`src/rtl/cfg_dump_pkg.sv`:
```
package cfg_dump_pkg;
  localparam int unsigned AW = 7;
  localparam int unsigned DW = 8;

  typedef enum logic [1:0] {
    ST_IDLE,
    ST_FETCH,
    ST_LOAD,
    ST_SEND
  } dump_state_e;

  localparam logic [AW-1:0] EE_PART_FIRST = 7'h1B;
  localparam logic [AW-1:0] EE_FULL_FIRST = 7'h00;
  localparam logic [AW-1:0] EE_LAST       = 7'h7F;
  localparam logic [AW-1:0] RAM_FIRST     = 7'h3B;
  localparam logic [AW-1:0] RAM_LAST      = 7'h43;

  localparam logic SRC_EE  = 1'b0;
  localparam logic SRC_RAM = 1'b1;
endpackage

```
`src/rtl/cfg_dump_range.sv`:
```
module cfg_dump_range
  import cfg_dump_pkg::*;
(
  input  logic [1:0]    mode_i,
  input  logic          mem_sel_i,
  output logic [AW-1:0] first_o,
  output logic [AW-1:0] last_o,
  output logic          src_o
);
  always_comb begin
    first_o = EE_PART_FIRST;
    last_o  = EE_LAST;
    src_o   = SRC_EE;
    if (mode_i == 2'b11) begin
      first_o = EE_FULL_FIRST;
    end else if (mem_sel_i) begin
      first_o = RAM_FIRST;
      last_o  = RAM_LAST;
      src_o   = SRC_RAM;
    end
  end
endmodule

```
`src/rtl/cfg_dump_slot_timer.sv`:
```
module cfg_dump_slot_timer #(
  parameter int unsigned FAST_DIV = 98,
  parameter int unsigned SLOW_DIV = 391
) (
  input  logic clk_i,
  input  logic rst_ni,
  input  logic run_i,
  input  logic fast_i,
  output logic tick_o
);
  localparam int unsigned MAXDIV = (FAST_DIV > SLOW_DIV) ? FAST_DIV : SLOW_DIV;
  localparam int unsigned CW     = $clog2(MAXDIV + 1);

  logic [CW-1:0] cnt_q;
  logic [CW-1:0] term;

  assign term   = fast_i ? CW'(FAST_DIV - 1) : CW'(SLOW_DIV - 1);
  assign tick_o = run_i && (cnt_q == term);

  always_ff @(posedge clk_i or negedge rst_ni) begin
    if (!rst_ni)      cnt_q <= '0;
    else if (!run_i)  cnt_q <= '0;
    else if (tick_o)  cnt_q <= '0;
    else              cnt_q <= cnt_q + 1'b1;
  end
endmodule

```
`src/rtl/cfg_dump_framer.sv`:
```
module cfg_dump_framer
  import cfg_dump_pkg::*;
#(
  parameter int unsigned PAUSE_SLOTS = 4
) (
  input  logic          clk_i,
  input  logic          rst_ni,
  input  logic          load_i,
  input  logic          run_i,
  input  logic          tick_i,
  input  logic [DW-1:0] data_i,
  output logic          sink_o,
  output logic          done_o
);
  localparam int unsigned FRAME_BITS = DW + 1;
  localparam int unsigned DATA_SLOTS = 2 * FRAME_BITS;
  localparam int unsigned TOTAL      = DATA_SLOTS + PAUSE_SLOTS;
  localparam int unsigned SW         = $clog2(TOTAL);

  logic [FRAME_BITS-1:0] frm_q;
  logic [SW-1:0]         slot_q;
  logic                  in_data;
  logic                  cur_bit;

  always_ff @(posedge clk_i or negedge rst_ni) begin
    if (!rst_ni) begin
      frm_q  <= '0;
      slot_q <= '0;
    end else if (load_i) begin
      frm_q  <= {1'b1, data_i};
      slot_q <= '0;
    end else if (run_i && tick_i && !done_o) begin
      slot_q <= slot_q + 1'b1;
    end
  end

  always_comb begin
    in_data = (int'(slot_q) < DATA_SLOTS);
    cur_bit = 1'b0;
    for (int i = 0; i < FRAME_BITS; i++) begin
      if (int'(slot_q >> 1) == FRAME_BITS - 1 - i) cur_bit = frm_q[i];
    end
  end

  // one: on then off; zero: off then on
  assign sink_o = run_i && in_data && (cur_bit ^ slot_q[0]);
  assign done_o = run_i && tick_i && (int'(slot_q) == TOTAL - 1);
endmodule

```
`src/rtl/cfg_dump_tx.sv`:
```
module cfg_dump_tx
  import cfg_dump_pkg::*;
#(
  parameter int unsigned FAST_DIV    = 98,
  parameter int unsigned SLOW_DIV    = 391,
  parameter int unsigned PAUSE_SLOTS = 4
) (
  input  logic          clk_i,
  input  logic          rst_ni,
  input  logic          test_req_i,
  input  logic [1:0]    mode_i,
  input  logic          mem_sel_i,
  input  logic          fast_i,
  output logic          rd_en_o,
  output logic          rd_src_o,
  output logic [AW-1:0] rd_addr_o,
  input  logic [DW-1:0] rd_data_i,
  output logic          sink_on_o,
  output logic          reload_o
);
  dump_state_e   state_q;
  logic [AW-1:0] addr_q, first_q, last_q;
  logic          src_q, fast_q, reload_q;
  logic [AW-1:0] sel_first, sel_last;
  logic          sel_src;
  logic          active, sending, tick, done;

  assign active  = (state_q != ST_IDLE);
  assign sending = (state_q == ST_SEND);

  cfg_dump_range u_range (
    .mode_i   (mode_i),
    .mem_sel_i(mem_sel_i),
    .first_o  (sel_first),
    .last_o   (sel_last),
    .src_o    (sel_src)
  );

  cfg_dump_slot_timer #(
    .FAST_DIV(FAST_DIV),
    .SLOW_DIV(SLOW_DIV)
  ) u_timer (
    .clk_i (clk_i),
    .rst_ni(rst_ni),
    .run_i (sending),
    .fast_i(fast_q),
    .tick_o(tick)
  );

  cfg_dump_framer #(
    .PAUSE_SLOTS(PAUSE_SLOTS)
  ) u_framer (
    .clk_i (clk_i),
    .rst_ni(rst_ni),
    .load_i(state_q == ST_LOAD),
    .run_i (sending),
    .tick_i(tick),
    .data_i(rd_data_i),
    .sink_o(sink_on_o),
    .done_o(done)
  );

  always_ff @(posedge clk_i or negedge rst_ni) begin
    if (!rst_ni) begin
      state_q  <= ST_IDLE;
      addr_q   <= '0;
      first_q  <= '0;
      last_q   <= '0;
      src_q    <= SRC_EE;
      fast_q   <= 1'b0;
      reload_q <= 1'b0;
    end else begin
      reload_q <= 1'b0;
      if (!active) begin
        if (test_req_i && mode_i[0]) begin
          state_q <= ST_FETCH;
          addr_q  <= sel_first;
          first_q <= sel_first;
          last_q  <= sel_last;
          src_q   <= sel_src;
          fast_q  <= fast_i;
        end
      end else if (!test_req_i) begin
        state_q  <= ST_IDLE;
        reload_q <= (mode_i != 2'b00);
      end else begin
        unique case (state_q)
          ST_FETCH: state_q <= ST_LOAD;
          ST_LOAD:  state_q <= ST_SEND;
          ST_SEND: if (done) begin
            state_q <= ST_FETCH;
            addr_q  <= (addr_q == last_q) ? first_q : addr_q + 1'b1;
          end
          default:  state_q <= ST_IDLE;
        endcase
      end
    end
  end

  assign rd_en_o   = (state_q == ST_FETCH);
  assign rd_addr_o = addr_q;
  assign rd_src_o  = src_q;
  assign reload_o  = reload_q;
endmodule

```
`config.mk`:
```
export PLATFORM = sky130hd
export DESIGN_NAME = cfg_dump_tx
export DESIGN_NICKNAME = d
export VERILOG_FILES = /design/src/rtl/cfg_dump_pkg.sv /design/src/rtl/cfg_dump_range.sv /design/src/rtl/cfg_dump_slot_timer.sv /design/src/rtl/cfg_dump_framer.sv /design/src/rtl/cfg_dump_tx.sv
export SDC_FILE = /design/constraint.sdc
export NUM_CORES = 1
export LEC_CHECK = 0
export ABC_CLOCK_PERIOD_IN_PS = 2050
export BUFFER_PORTS_ARGS = -buffer_cell sky130_fd_sc_hd__buf_2
export CAP_MARGIN = 5
export CORE_MARGIN = 2
export CORE_UTILIZATION = 52
export DETAILED_ROUTE_END_ITERATION = 16
export PLACE_DENSITY_LB_ADDON = 0.1
export SLEW_MARGIN = 20
export SYNTH_ARGS = -nofsm -noshare
export SYNTH_HDL_FRONTEND = slang
export SYNTH_SLANG_ARGS = --single-unit
```
`constraint.sdc`:
```
create_clock -name clk_i -period 2.05 [get_ports clk_i]
set_input_delay 0.3075 -clock clk_i [delete_from_list [all_inputs] [get_ports clk_i]]
set_output_delay 0.3075 -clock clk_i [all_outputs]
set_load 0.05 [all_outputs]
```
==> metrics.csv, run 1 <==
stage,metric,value,unit
synthesis,post-synthesis register bit count,38,
worst_setup_path,Critical Path Start,u_framer.slot_q[1],
worst_setup_path,RR Endpoint,u_framer.slot_q[0],
sta,setup ws final,-0.0819,ns
worst_setup_path,Crit path max-delay family,multiplexers,
sta,# setup viols final,1,
power_and_ir_drop,total power,0.00310,W
detailed_routing,Vias/cell,5.79,
detailed_routing,Starting DRT DRC Count,70,
detailed_routing,Post-Route WL,4.68,mm
detailed_routing,DRT Pass-1 Iters,4,
detailed_routing,mean routed wirelength per cell,15.4,um
power_and_ir_drop,sequential power share,0.377,
synthesis,Yosys top cell area share,0.451,
cts,CTS Buf Count,5,
placed_design,HPWL after DPL,3.44,mm
global_route,largest net degree at the start of global routing,39,
power_and_ir_drop,switch share,0.432,
layout,# fillers,325,
sta,Fmax,0.469,GHz
synthesis,Gate Count Post-Synth,209,
sta,WHS,0.0526,ns
worst_setup_path,Buf/Inv on CP,1,
worst_setup_path,crit start category,flip-flop,
sta,Pins Over Slew Limit,0,
synthesis,Syn Nets,232,
synthesis,Yosys warning total,0,
power_and_ir_drop,peak supply drop,0.000623,V
floorplanning,width of the die,67.7,um
layout,final non-filler cell total,303,
status,failing checks,setup timing,
power_and_ir_drop,Lkg Pwr,1.11,nW
floorplanning,starting density of the core,0.534,
layout,n_diodes,0,
power_and_ir_drop,pwr dens,1210,nW/um2
worst_setup_path,RR Startpoint,fast_q,
placed_design,GPL Wtd Cong,0.879,
cts,Root Buffer,clkbuf_8,
layout,Post-Route Utilization,0.650,
power_and_ir_drop,Clk pwr share,0.169,
cts,"CTS clk-pin slew, worst paths",0.07,ns
detailed_routing,met1 WL,1.96,mm
detailed_routing,DRC,0,
detailed_routing,met2 WL,2.49,mm
synthesis,"Cell Area, Synth",2110,um2
synthesis,ys async rst share,1.00,
synthesis,Area contributors post-synth,"dfrtp_1 45%, ha_1 4.8%, mux2_2 4.3%, nor2_1 3.9%, a21oi_1 2.6%",
sta,final clock period utilization by the worst path,1.04,
worst_setup_path,CP Max Fanout,6,
worst_setup_path,crit path cell chain,mux4_2 > mux2i_1 > xor2_1 > o21ai_2 > buf_6,
sta,Slew headroom,0.574,
synthesis,Cell variety after synth,46,
global_route,global route overflow,0,
sta,Clock Skew,0.00297,ns
min_path,Worst Hold Class,primary input to asynchronous set/reset pin,
placed_design,placed cell count,290,
worst_setup_path,CP Data Arrival Time,1.82,ns
power_and_ir_drop,Comb power frac,0.454,
worst_setup_path,R2R depth,7,
status,status,"finished, violations left",
synthesis,sequential area share after synthesis,0.451,
global_route,initial antenna violation count,0,
sta,Worst-Margin Slew,0.640,ns
floorplanning,# rows,23,
detailed_routing,Highest Signal Layer,met4,
worst_setup_path,Worst Path Required,1.74,ns
cts,CTS HTree Levels,2,
power_and_ir_drop,P_int,0.00176,W
worst_setup_path,FF-to-FF setup slack,0.03,ns
detailed_routing,via count,1753,
synthesis,"Primary FF master, synth",dfrtp_1,
layout,fraction of layout cells with a size suffix above 1,0.328,
global_route,vias in the first global route,1790,
floorplanning,IO Count,26,
synthesis,largest area contributor in the netlist,dfrtp_1,
cts,clk sinks,38,
power_and_ir_drop,NetSw,0.00134,W
worst_setup_path,critical path's largest stage delay,0.52,ns
detailed_routing,post-route ant nets,0,
worst_setup_path,"Slowest-stage cell, CP",mux4_2,
worst_setup_path,Critical Path Sink Type,output port,
global_route,global-route usage over all layers,0.233,
synthesis,mean post-synth cell area,10.1,um2
placed_design,Port Buffers,25,
layout,fin nets,275,
cts,clk_lat worst skew,0.29,ns
worst_setup_path,critical path class,flip-flop to output port,
cts,CTS tree,built,
floorplanning,Die H,67.7,um
synthesis,Post-synth EDFFs,0,
sta,fin crit period,2.13,ns
cts,maximum root-to-sink buffer count,2,
floorplanning,full die area,4580,um2
sta,setup_tns,-0.0819,ns
floorplanning,Core Region,3940,um2
run,max-cap violations,0,
global_route,first-pass GRT wire length,7.97,mm
sta,RSZ-0062 raised after global routing,true,
detailed_routing,Met3 Wirelength,189,um
layout,Area Overhead vs Synth,21.7,%
sta,final hold vios,0,
-- flip-flops by register name, indices dropped and copies added (netlist names) --
name	flops
fast_q	1
first_q	2
last_q	2
rd_addr_o	7
reload_o	1
state_q	2
u_framer.frm_q	9
u_framer.slot_q	5
u_timer.cnt_q	9
-- worst max-delay path by stage --
| stage | to | slack, ns | depth (start not counted) |
|---|---|---|---|
| 6_report | sink_on_o | -0.08 | 5 |
| 3_5_place_dp | rd_addr_o[3] | 0.0009 | 5 |
| 2_1_floorplan | rd_addr_o[4] | 0.03 | 5 |
| 5_1_grt | sink_on_o | -0.23 | 5 |
| 4_1_cts | sink_on_o | -0.12 | 5 |
| 3_3_place_gp | sink_on_o | 0.05 | 5 |
-- metrics by stage --
step | setup slack [ns] | cell area (um2)
after detailed placement | 0.000909 | 2370
after floorplan | 0.0317 | 2110
after CTS | -0.116 | 2490
final | -0.0819 | 2560
after global placement | 0.0481 | 2370
after global routing | -0.227 | 2560
-- worst register-to-register path, delay by kind of cell, from the launching register on --
family	cells	cell delay [ns]
DFF	1	0.44
buffers and inverters	2	0.33
AOI/OAI and AO/OA	2	0.35
and+or+nand+nor	3	0.83
-- what timing repair did --
action / CTS / global route
pin swaps: 3 / 13
resized for setup: 3 / 15
hold buffers: 0 / 0
setup endpoints to repair: 3 / 19
buffers inserted: 3 / 2
-- routing by layer --
layer / vias up / track usage
met5: - / 0
met4: 0 / 0.0918
met3: 5 / 0.0567
met2: 38 / 0.423
met1: 865 / 0.261
li1: 845 / -
-- cells in the final DEF, fill, tap and decap left out, types with 5 or more instances in the layout --
cell type  Yosys  layout
a21oi_1       11       7
buf_2          2      24
buf_4          0      16
clkbuf_8       0       6
dfrtp_1       38      32
dfrtp_2        0       6
ha_1           8       8
inv_1         10      10
mux2_2         8       8
nand2_1       13      13
nand3_1       11      11
nor2_1        22      22
nor3_1         6       6
xnor2_1        6       6
xor2_1         5       5
-- Yosys cell counts, types with 5 or more instances --
cell type,n
nand2_1,13
nor3_1,6
xor2_1,5
nor2_1,22
dfrtp_1,38
nand3_1,11
a21oi_1,11
ha_1,8
inv_1,10
mux2_2,8
o21ai_0,5
xnor2_1,6
-- power groups by stage --
| stage | clock [W] | sequential (W) | combinational, W |
|---|---|---|---|
| floorplan | 0 | 0.00139 | 0.000771 |
| global placement | 0 | 0.00115 | 0.00134 |
| detailed placement | 0 | 0.00118 | 0.00138 |
| CTS | 0.000544 | 0.00116 | 0.00140 |
| global route | 0.000579 | 0.00120 | 0.00154 |
| finish | 0.000526 | 0.00117 | 0.00141 |
-- kinds of logic (layout without fill, tap and decap cells) --
| kind of cell | count (synthesis) | in the layout | synth area share |
|---|---|---|---|
| buf+inv | 16 | 60 | 0.0297 |
| mux | 12 | 12 | 0.0736 |
| fa+ha+maj | 8 | 8 | 0.0475 |
| xor+xnor | 11 | 11 | 0.0457 |
| flops | 38 | 38 | 0.451 |
| compound gates | 43 | 43 | 0.153 |
| simple gates | 81 | 81 | 0.200 |
-- area by class of cell --
type	instances	area, um2	share of cell area
well taps	50	62.6	0.0244
inverters	10	37.5	0.0146
flip-flops and latches	38	958	0.374
clock inverters	1	5.00	0.00195
repair buffers	42	263	0.102
clock buffers	7	86.3	0.0337
multi-input cells	155	1150	0.449
No activity file was read; power rests on OpenSTA's default activity.
==> inputs of run 2 (changes only) <==
--- a/config.mk
+++ b/config.mk
@@ -12,6 +12,7 @@
 export CORE_UTILIZATION = 52
 export DETAILED_ROUTE_END_ITERATION = 16
 export PLACE_DENSITY_LB_ADDON = 0.1
+export RECOVER_POWER = 100
 export SLEW_MARGIN = 20
 export SYNTH_ARGS = -nofsm -noshare
 export SYNTH_HDL_FRONTEND = slang
==> run 2 against run 1 <==
The flow still finishes with violations (setup timing). Utilization decreased by 0.60 points. Worst hold slack better by 0.16 ns. Clock power barely moved. Critical path depth unchanged. Global-route usage stayed put. Register-to-register slack got worse by 0.05 ns. Flip-flop and latch count did not move.
==> metrics.csv, run 2 (synthesized netlist as in run 1, its figures left out) <==
stage,metric,value,unit,change
status,status,"finished, violations left",,
status,failing checks,setup timing,,
detailed_routing,DRC,0,,unchanged
sta,fin crit period,2.13,ns,+0.0000866 ns
global_route,first-pass GRT wire length,7.97,mm,unchanged
power_and_ir_drop,total power,0.00308,W,-0.86%
global_route,vias in the first global route,1790,,unchanged
placed_design,HPWL after DPL,3.44,mm,unchanged
floorplanning,IO Count,26,,unchanged
sta,setup ws final,-0.0820,ns,-0.0000866 ns
worst_setup_path,"Slowest-stage cell, CP",mux4_2,,
sta,final clock period utilization by the worst path,1.04,,about the same
cts,hold_buf cts,0,,unchanged
global_route,global-route usage over all layers,0.233,,unchanged
layout,# fillers,336,,+3.4%
global_route,initial antenna violation count,0,,unchanged
layout,fin nets,275,,unchanged
global_route,largest net degree at the start of global routing,39,,unchanged
layout,n_diodes,0,,unchanged
worst_setup_path,crit path cell chain,mux4_2 > mux2i_1 > xor2_1 > o21ai_2 > buf_6,,
floorplanning,starting density of the core,0.534,,unchanged
floorplanning,width of the die,67.7,um,unchanged
placed_design,GPL Wtd Cong,0.879,,unchanged
run,max-cap violations,0,,unchanged
worst_setup_path,critical path's largest stage delay,0.52,ns,about the same
sta,final hold vios,0,,unchanged
worst_setup_path,Critical Path Sink Type,output port,,
detailed_routing,DRT Pass-1 Iters,4,,unchanged
global_route,global route overflow,0,,unchanged
floorplanning,Core Region,3940,um2,unchanged
worst_setup_path,Worst Path Required,1.74,ns,about the same
worst_setup_path,critical path class,flip-flop to output port,,
power_and_ir_drop,peak supply drop,0.000621,V,-0.26%
cts,maximum root-to-sink buffer count,2,,unchanged
placed_design,Setup WS pre-CTS,0.000909,ns,unchanged
sta,# setup viols final,3,,+2
detailed_routing,via count,1757,,+0.23%
sta,Fmax,0.469,GHz,about the same
layout,"leading cell type in the layout, fill and taps excluded",dfrtp_1,,
detailed_routing,post-route ant nets,0,,unchanged
floorplanning,Die H,67.7,um,unchanged
cts,clk sinks,38,,unchanged
cts,clk_lat worst skew,0.29,ns,about the same
floorplanning,# rows,23,,unchanged
placed_design,Port Buffers,25,,unchanged
sta,Worst-Margin Slew,0.944,ns,+0.305 ns
detailed_routing,Starting DRT DRC Count,69,,-1.4%
worst_setup_path,Crit path max-delay family,multiplexers,,
sta,Pins Over Slew Limit,0,,unchanged
layout,fraction of layout cells with a size suffix above 1,0.277,,-0.0514
sta,RSZ-0062 raised after global routing,true,,
power_and_ir_drop,Lkg Pwr,1.07,nW,-2.8%
cts,CTS tree,built,,
sta,WHS,0.210,ns,+0.158 ns
worst_setup_path,CP Data Arrival Time,1.82,ns,about the same
worst_setup_path,crit start category,flip-flop,,
detailed_routing,Vias/cell,5.80,,+0.23%
layout,most frequent cells in the layout,"33 x dfrtp_1, 22 x nor2_1, 14 x buf_2, 14 x buf_4, 13 x nand2_1",,
cts,CTS HTree Levels,2,,unchanged
power_and_ir_drop,pwr dens,1210,nW/um2,about the same
layout,design area,2540,um2,-0.93%
sta,Slew headroom,0.370,,-0.203
sta,Clock Skew,0.00357,ns,+0.000597 ns
worst_setup_path,CP Max Fanout,6,,unchanged
cts,Root Buffer,clkbuf_8,,
worst_setup_path,Buf/Inv on CP,1,,unchanged
detailed_routing,Post-Route WL,4.68,mm,about the same
cts,"CTS clk-pin slew, worst paths",0.07,ns,about the same
cts,CTS Buf Count,5,,unchanged
min_path,Worst Hold Class,primary input to flip-flop,,
layout,Area Overhead vs Synth,20.5,%,
placed_design,placed inst area,2370,um2,unchanged
floorplanning,full die area,4580,um2,unchanged
detailed_routing,mean routed wirelength per cell,15.5,um,about the same
## run 2: cell count changes in the layout (fill, tap and decap cells not counted), sizes merged
cell and change:
clkbuf +12, buf -12
## run 2: power by group
part | switching [W] | leakage, nW | internal (W)
sequential | 0.000203 | 0.465 | 0.000970
clock | 0.000253 | 0.0482 | 0.000271
combinational | 0.000888 | 0.561 | 0.000493
total | 0.00134 | 1.07 | 0.00173
## run 2: cell type report
cell class / instances / area, um2 / share of cell area
timing repair buffer: 42 / 244 / 0.0961
tap: 50 / 62.6 / 0.0246
clock inverter: 1 / 5.00 / 0.00197
multi-input combinational: 155 / 1150 / 0.452
inverter: 10 / 37.5 / 0.0148
sequential: 38 / 957 / 0.377
clock buffer: 7 / 86.3 / 0.0340
## run 2: stage by stage
step                std cells  setup TNS [ns]  utilization
global placement          290               0        0.600
floorplan                 209               0            -
CTS                       301          -0.116        0.631
detailed placement        290               0        0.600
finish                    303          -0.109        0.644
global route              303           -1.61        0.644
## run 2: worst paths after layout
kind,startpoint,end,slack (ns),cells past startpoint
worst min-delay path,fast_i,fast_q,0.21,3
max in group asynchronous,rst_ni,fast_q,1.16,2
worst max register to register,u_timer.cnt_q[0],rd_addr_o[3],-0.02,5
min in group asynchronous,rst_ni,last_q[1],0.23,2
worst min register to register,u_framer.frm_q[8],u_framer.frm_q[8],0.46,1
worst max-delay path,u_framer.slot_q[1],sink_on_o,-0.08,5
## run 2: tightest hold or removal path, delay by kind of cell
| kind | cells | cell delay, ns |
|---|---|---|
| AND/OR/NAND/NOR | 2 | 0.09 |
| buffers and inverters | 1 | 0.07 |
## run 2: timing repair
action / 4_1_cts / 5_1_grt
buffers inserted: 3 / 2
cloned: 0 / 0
endpoints found under the setup margin: 3 / 19
pin swaps: 3 / 13
resized for setup: 3 / 15
## run 2: layer usage
layer	wire length, um	part of all wire	up-vias	global-route usage
li1	-	-	847	-
met1	1960	0.42	866	0.261
met2	2490	0.53	39	0.423
met3	195	0.042	5	0.0567
met4	38	0.0081	0	0.0918
met5	0	0	-	0
==> inputs of run 3 (changes only) <==
--- a/config.mk
+++ b/config.mk
@@ -13,6 +13,7 @@
 export DETAILED_ROUTE_END_ITERATION = 16
 export PLACE_DENSITY_LB_ADDON = 0.1
 export RECOVER_POWER = 100
+export REMOVE_ABC_BUFFERS = 1
 export SLEW_MARGIN = 20
 export SYNTH_ARGS = -nofsm -noshare
 export SYNTH_HDL_FRONTEND = slang
==> run 3 against run 2 <==
The flow still finishes with violations (setup timing). Combinational power increased by 3%. Clock skew increased by 0.0080 ns. Worst setup slack got worse by 0.024 ns. Final area decreased by 0.20%. Fmax decreased by 1.1%. Worst hold slack got worse by 0.061 ns. Via count increased by 1.3%. Sequential share of layout area decreased by 0.12 points. Critical path type unchanged. Largest power group unchanged.
==> metrics.csv, run 3 (synthesized netlist as in run 1, its figures left out) <==
stage,metric,value,unit,change
status,status,"finished, violations left",,
status,failing checks,setup timing,,
detailed_routing,DRC,0,,unchanged
layout,"leading cell type in the layout, fill and taps excluded",dfrtp_1,,
global_route,largest net degree at the start of global routing,39,,unchanged
placed_design,GPL Wtd Cong,0.839,,-4.6%
cts,clk_lat worst skew,0.30,ns,about the same
layout,register area,952,um2,-0.52%
layout,Post-Route Utilization,0.643,,-0.00127
worst_setup_path,Critical Path Sink Type,output port,,
global_route,vias in the first global route,1717,,-4.1%
placed_design,Setup WS pre-CTS,0.0199,ns,+0.0190 ns
power_and_ir_drop,peak supply drop,0.000591,V,-4.9%
layout,final non-filler cell total,308,,+1.7%
cts,Root Buffer,clkbuf_8,,
placed_design,Port Buffers,25,,unchanged
detailed_routing,post-route ant nets,0,,unchanged
power_and_ir_drop,NetSw,0.00135,W,+0.64%
detailed_routing,Highest Signal Layer,met4,,
sta,Worst-Margin Slew,0.958,ns,+0.0137 ns
power_and_ir_drop,Clk pwr share,0.172,,+0.002
layout,most frequent cells in the layout,"37 x dfrtp_1, 22 x nor2_1, 16 x buf_4",,
power_and_ir_drop,P_int,0.00173,W,-0.15%
layout,area of the multi-input gates,1120,um2,-2.2%
placed_design,HPWL after DPL,3.36,mm,-2.2%
floorplanning,# rows,23,,unchanged
power_and_ir_drop,switch share,0.438,,+0.00192
power_and_ir_drop,Comb power frac,0.460,,+0.011
cts,"CTS clk-pin slew, worst paths",0.08,ns,about the same
layout,fin nets,280,,+1.8%
floorplanning,IO Count,26,,unchanged
cts,maximum root-to-sink buffer count,2,,unchanged
sta,Fmax,0.464,GHz,-1.1%
layout,# fillers,323,,-3.9%
sta,fin crit period,2.16,ns,+0.0243 ns
cts,CTS tree,built,,
detailed_routing,via count,1779,,+1.3%
placed_design,placed inst area,2380,um2,+0.63%
layout,fraction of layout cells with a size suffix above 1,0.244,,-0.0325
detailed_routing,Vias/cell,5.78,,-0.39%
layout,design area,2530,um2,-0.20%
power_and_ir_drop,total power,0.00308,W,+0.20%
layout,n_diodes,0,,unchanged
global_route,initial antenna violation count,0,,unchanged
sta,Slew headroom,0.361,,-0.00915
detailed_routing,Post-Route WL,4.83,mm,+3.1%
min_path,Worst Hold Class,primary input to asynchronous set/reset pin,,
detailed_routing,Starting DRT DRC Count,112,,+62%
detailed_routing,DRT Pass-1 Iters,5,,+1
layout,Area Overhead vs Synth,20.3,%,
detailed_routing,met1 WL,2.03,mm,+3.5%
run,max-cap violations,0,,unchanged
sta,Pins Over Slew Limit,0,,unchanged
cts,CTS HTree Levels,2,,unchanged
sta,# setup viols final,3,,unchanged
power_and_ir_drop,Lkg Pwr,1.08,nW,+0.66%
global_route,global route overflow,0,,unchanged
sta,Clock Skew,0.0116,ns,+0.00801 ns
worst_setup_path,CP Max Fanout,3,,-3
sta,final clock period utilization by the worst path,1.05,,+0.0119
floorplanning,Core Region,3940,um2,unchanged
sta,RSZ-0062 raised after global routing,true,,
worst_setup_path,Worst Path Required,1.74,ns,about the same
floorplanning,Die H,67.7,um,unchanged
cts,clk sinks,38,,unchanged
detailed_routing,mean routed wirelength per cell,15.7,um,+1.4%
global_route,first-pass GRT wire length,7.78,mm,-2.3%
worst_setup_path,crit start category,flip-flop,,
power_and_ir_drop,sequential power share,0.367,,-0.014
sta,final hold vios,0,,unchanged
placed_design,placed cell count,293,,+1.0%
floorplanning,full die area,4580,um2,unchanged
worst_setup_path,critical path class,flip-flop to output port,,
detailed_routing,met2 WL,2.51,mm,+0.80%
cts,CTS Buf Count,5,,unchanged
detailed_routing,Met3 Wirelength,189,um,-3.1%
global_route,global-route usage over all layers,0.233,,-0.000412
power_and_ir_drop,pwr dens,1220,nW/um2,+0.39%
floorplanning,starting density of the core,0.534,,unchanged
floorplanning,width of the die,67.7,um,unchanged
sta,setup ws final,-0.106,ns,-0.0243 ns
worst_setup_path,CP Data Arrival Time,1.85,ns,+0.03 ns
-- run 3: cell count changes in the layout (fill, tap and decap cells not counted), sizes merged --
cell / before / now
clkbuf: 19 / 23
a21o: 2 / 3
-- run 3: final cells by class --
| type | count | area share |
|---|---|---|
| timing repair buffer | 46 | 0.106 |
| tap | 50 | 0.0247 |
| clock buffer | 7 | 0.0341 |
| clock inverter | 1 | 0.00197 |
| inverter | 10 | 0.0148 |
| multi-input combinational | 156 | 0.443 |
| sequential | 38 | 0.376 |
-- run 3: repair_timing --
action,in CTS,in global routing
hold buffers,0,0
gates resized for setup,4,6
gates cloned,0,1
setup endpoints to repair,2,10
pin swaps,0,12
setup buffers,0,6
-- run 3: layer usage --
| layer | vias up | global-route usage |
|---|---|---|
| met5 | - | 0 |
| met4 | 0 | 0.112 |
| met3 | 9 | 0.0517 |
| met2 | 47 | 0.400 |
| met1 | 864 | 0.274 |
| li1 | 859 | - |
-- run 3: worst paths after layout --
path                               startpoint                 to  slack (ns)  cells past startpoint
min                                    rst_ni       rd_addr_o[3]        0.15                      1
max reg2reg                            fast_q       rd_addr_o[4]       -0.01                      5
max                        u_framer.slot_q[1]          sink_on_o       -0.11                      5
max in group asynchronous              rst_ni   u_timer.cnt_q[0]        1.24                      1
min reg2reg                 u_framer.frm_q[8]  u_framer.frm_q[8]        0.48                      1
min in group clk_i               rd_data_i[3]  u_framer.frm_q[3]        0.24                      2
-- run 3: worst max-delay path: stages, from the launching register on --
cell	delay, ns
dfrtp_1	0.41
mux4_2	0.52
mux2i_1	0.18
xor2_1	0.09
o21ai_1	0.18
buf_6	0.18
-- run 3: power by group through the flow --
stage	Combinational [W]	Clock (W)	Sequential, W
2_1_floorplan	0.000762	0	0.00138
3_3_place_gp	0.00138	0	0.00112
3_5_place_dp	0.00142	0	0.00114
4_1_cts	0.00143	0.000544	0.00113
5_1_grt	0.00156	0.000579	0.00116
6_report	0.00142	0.000532	0.00113
-- run 3: per-stage QoR --
stage	setup TNS [ns]	hold WS [ns]
2_1_floorplan	-0.749	0.0119
3_3_place_gp	0	0.446
3_5_place_dp	0	0.464
4_1_cts	-0.128	0.143
5_1_grt	-1.88	0.230
6_report	-0.123	0.149
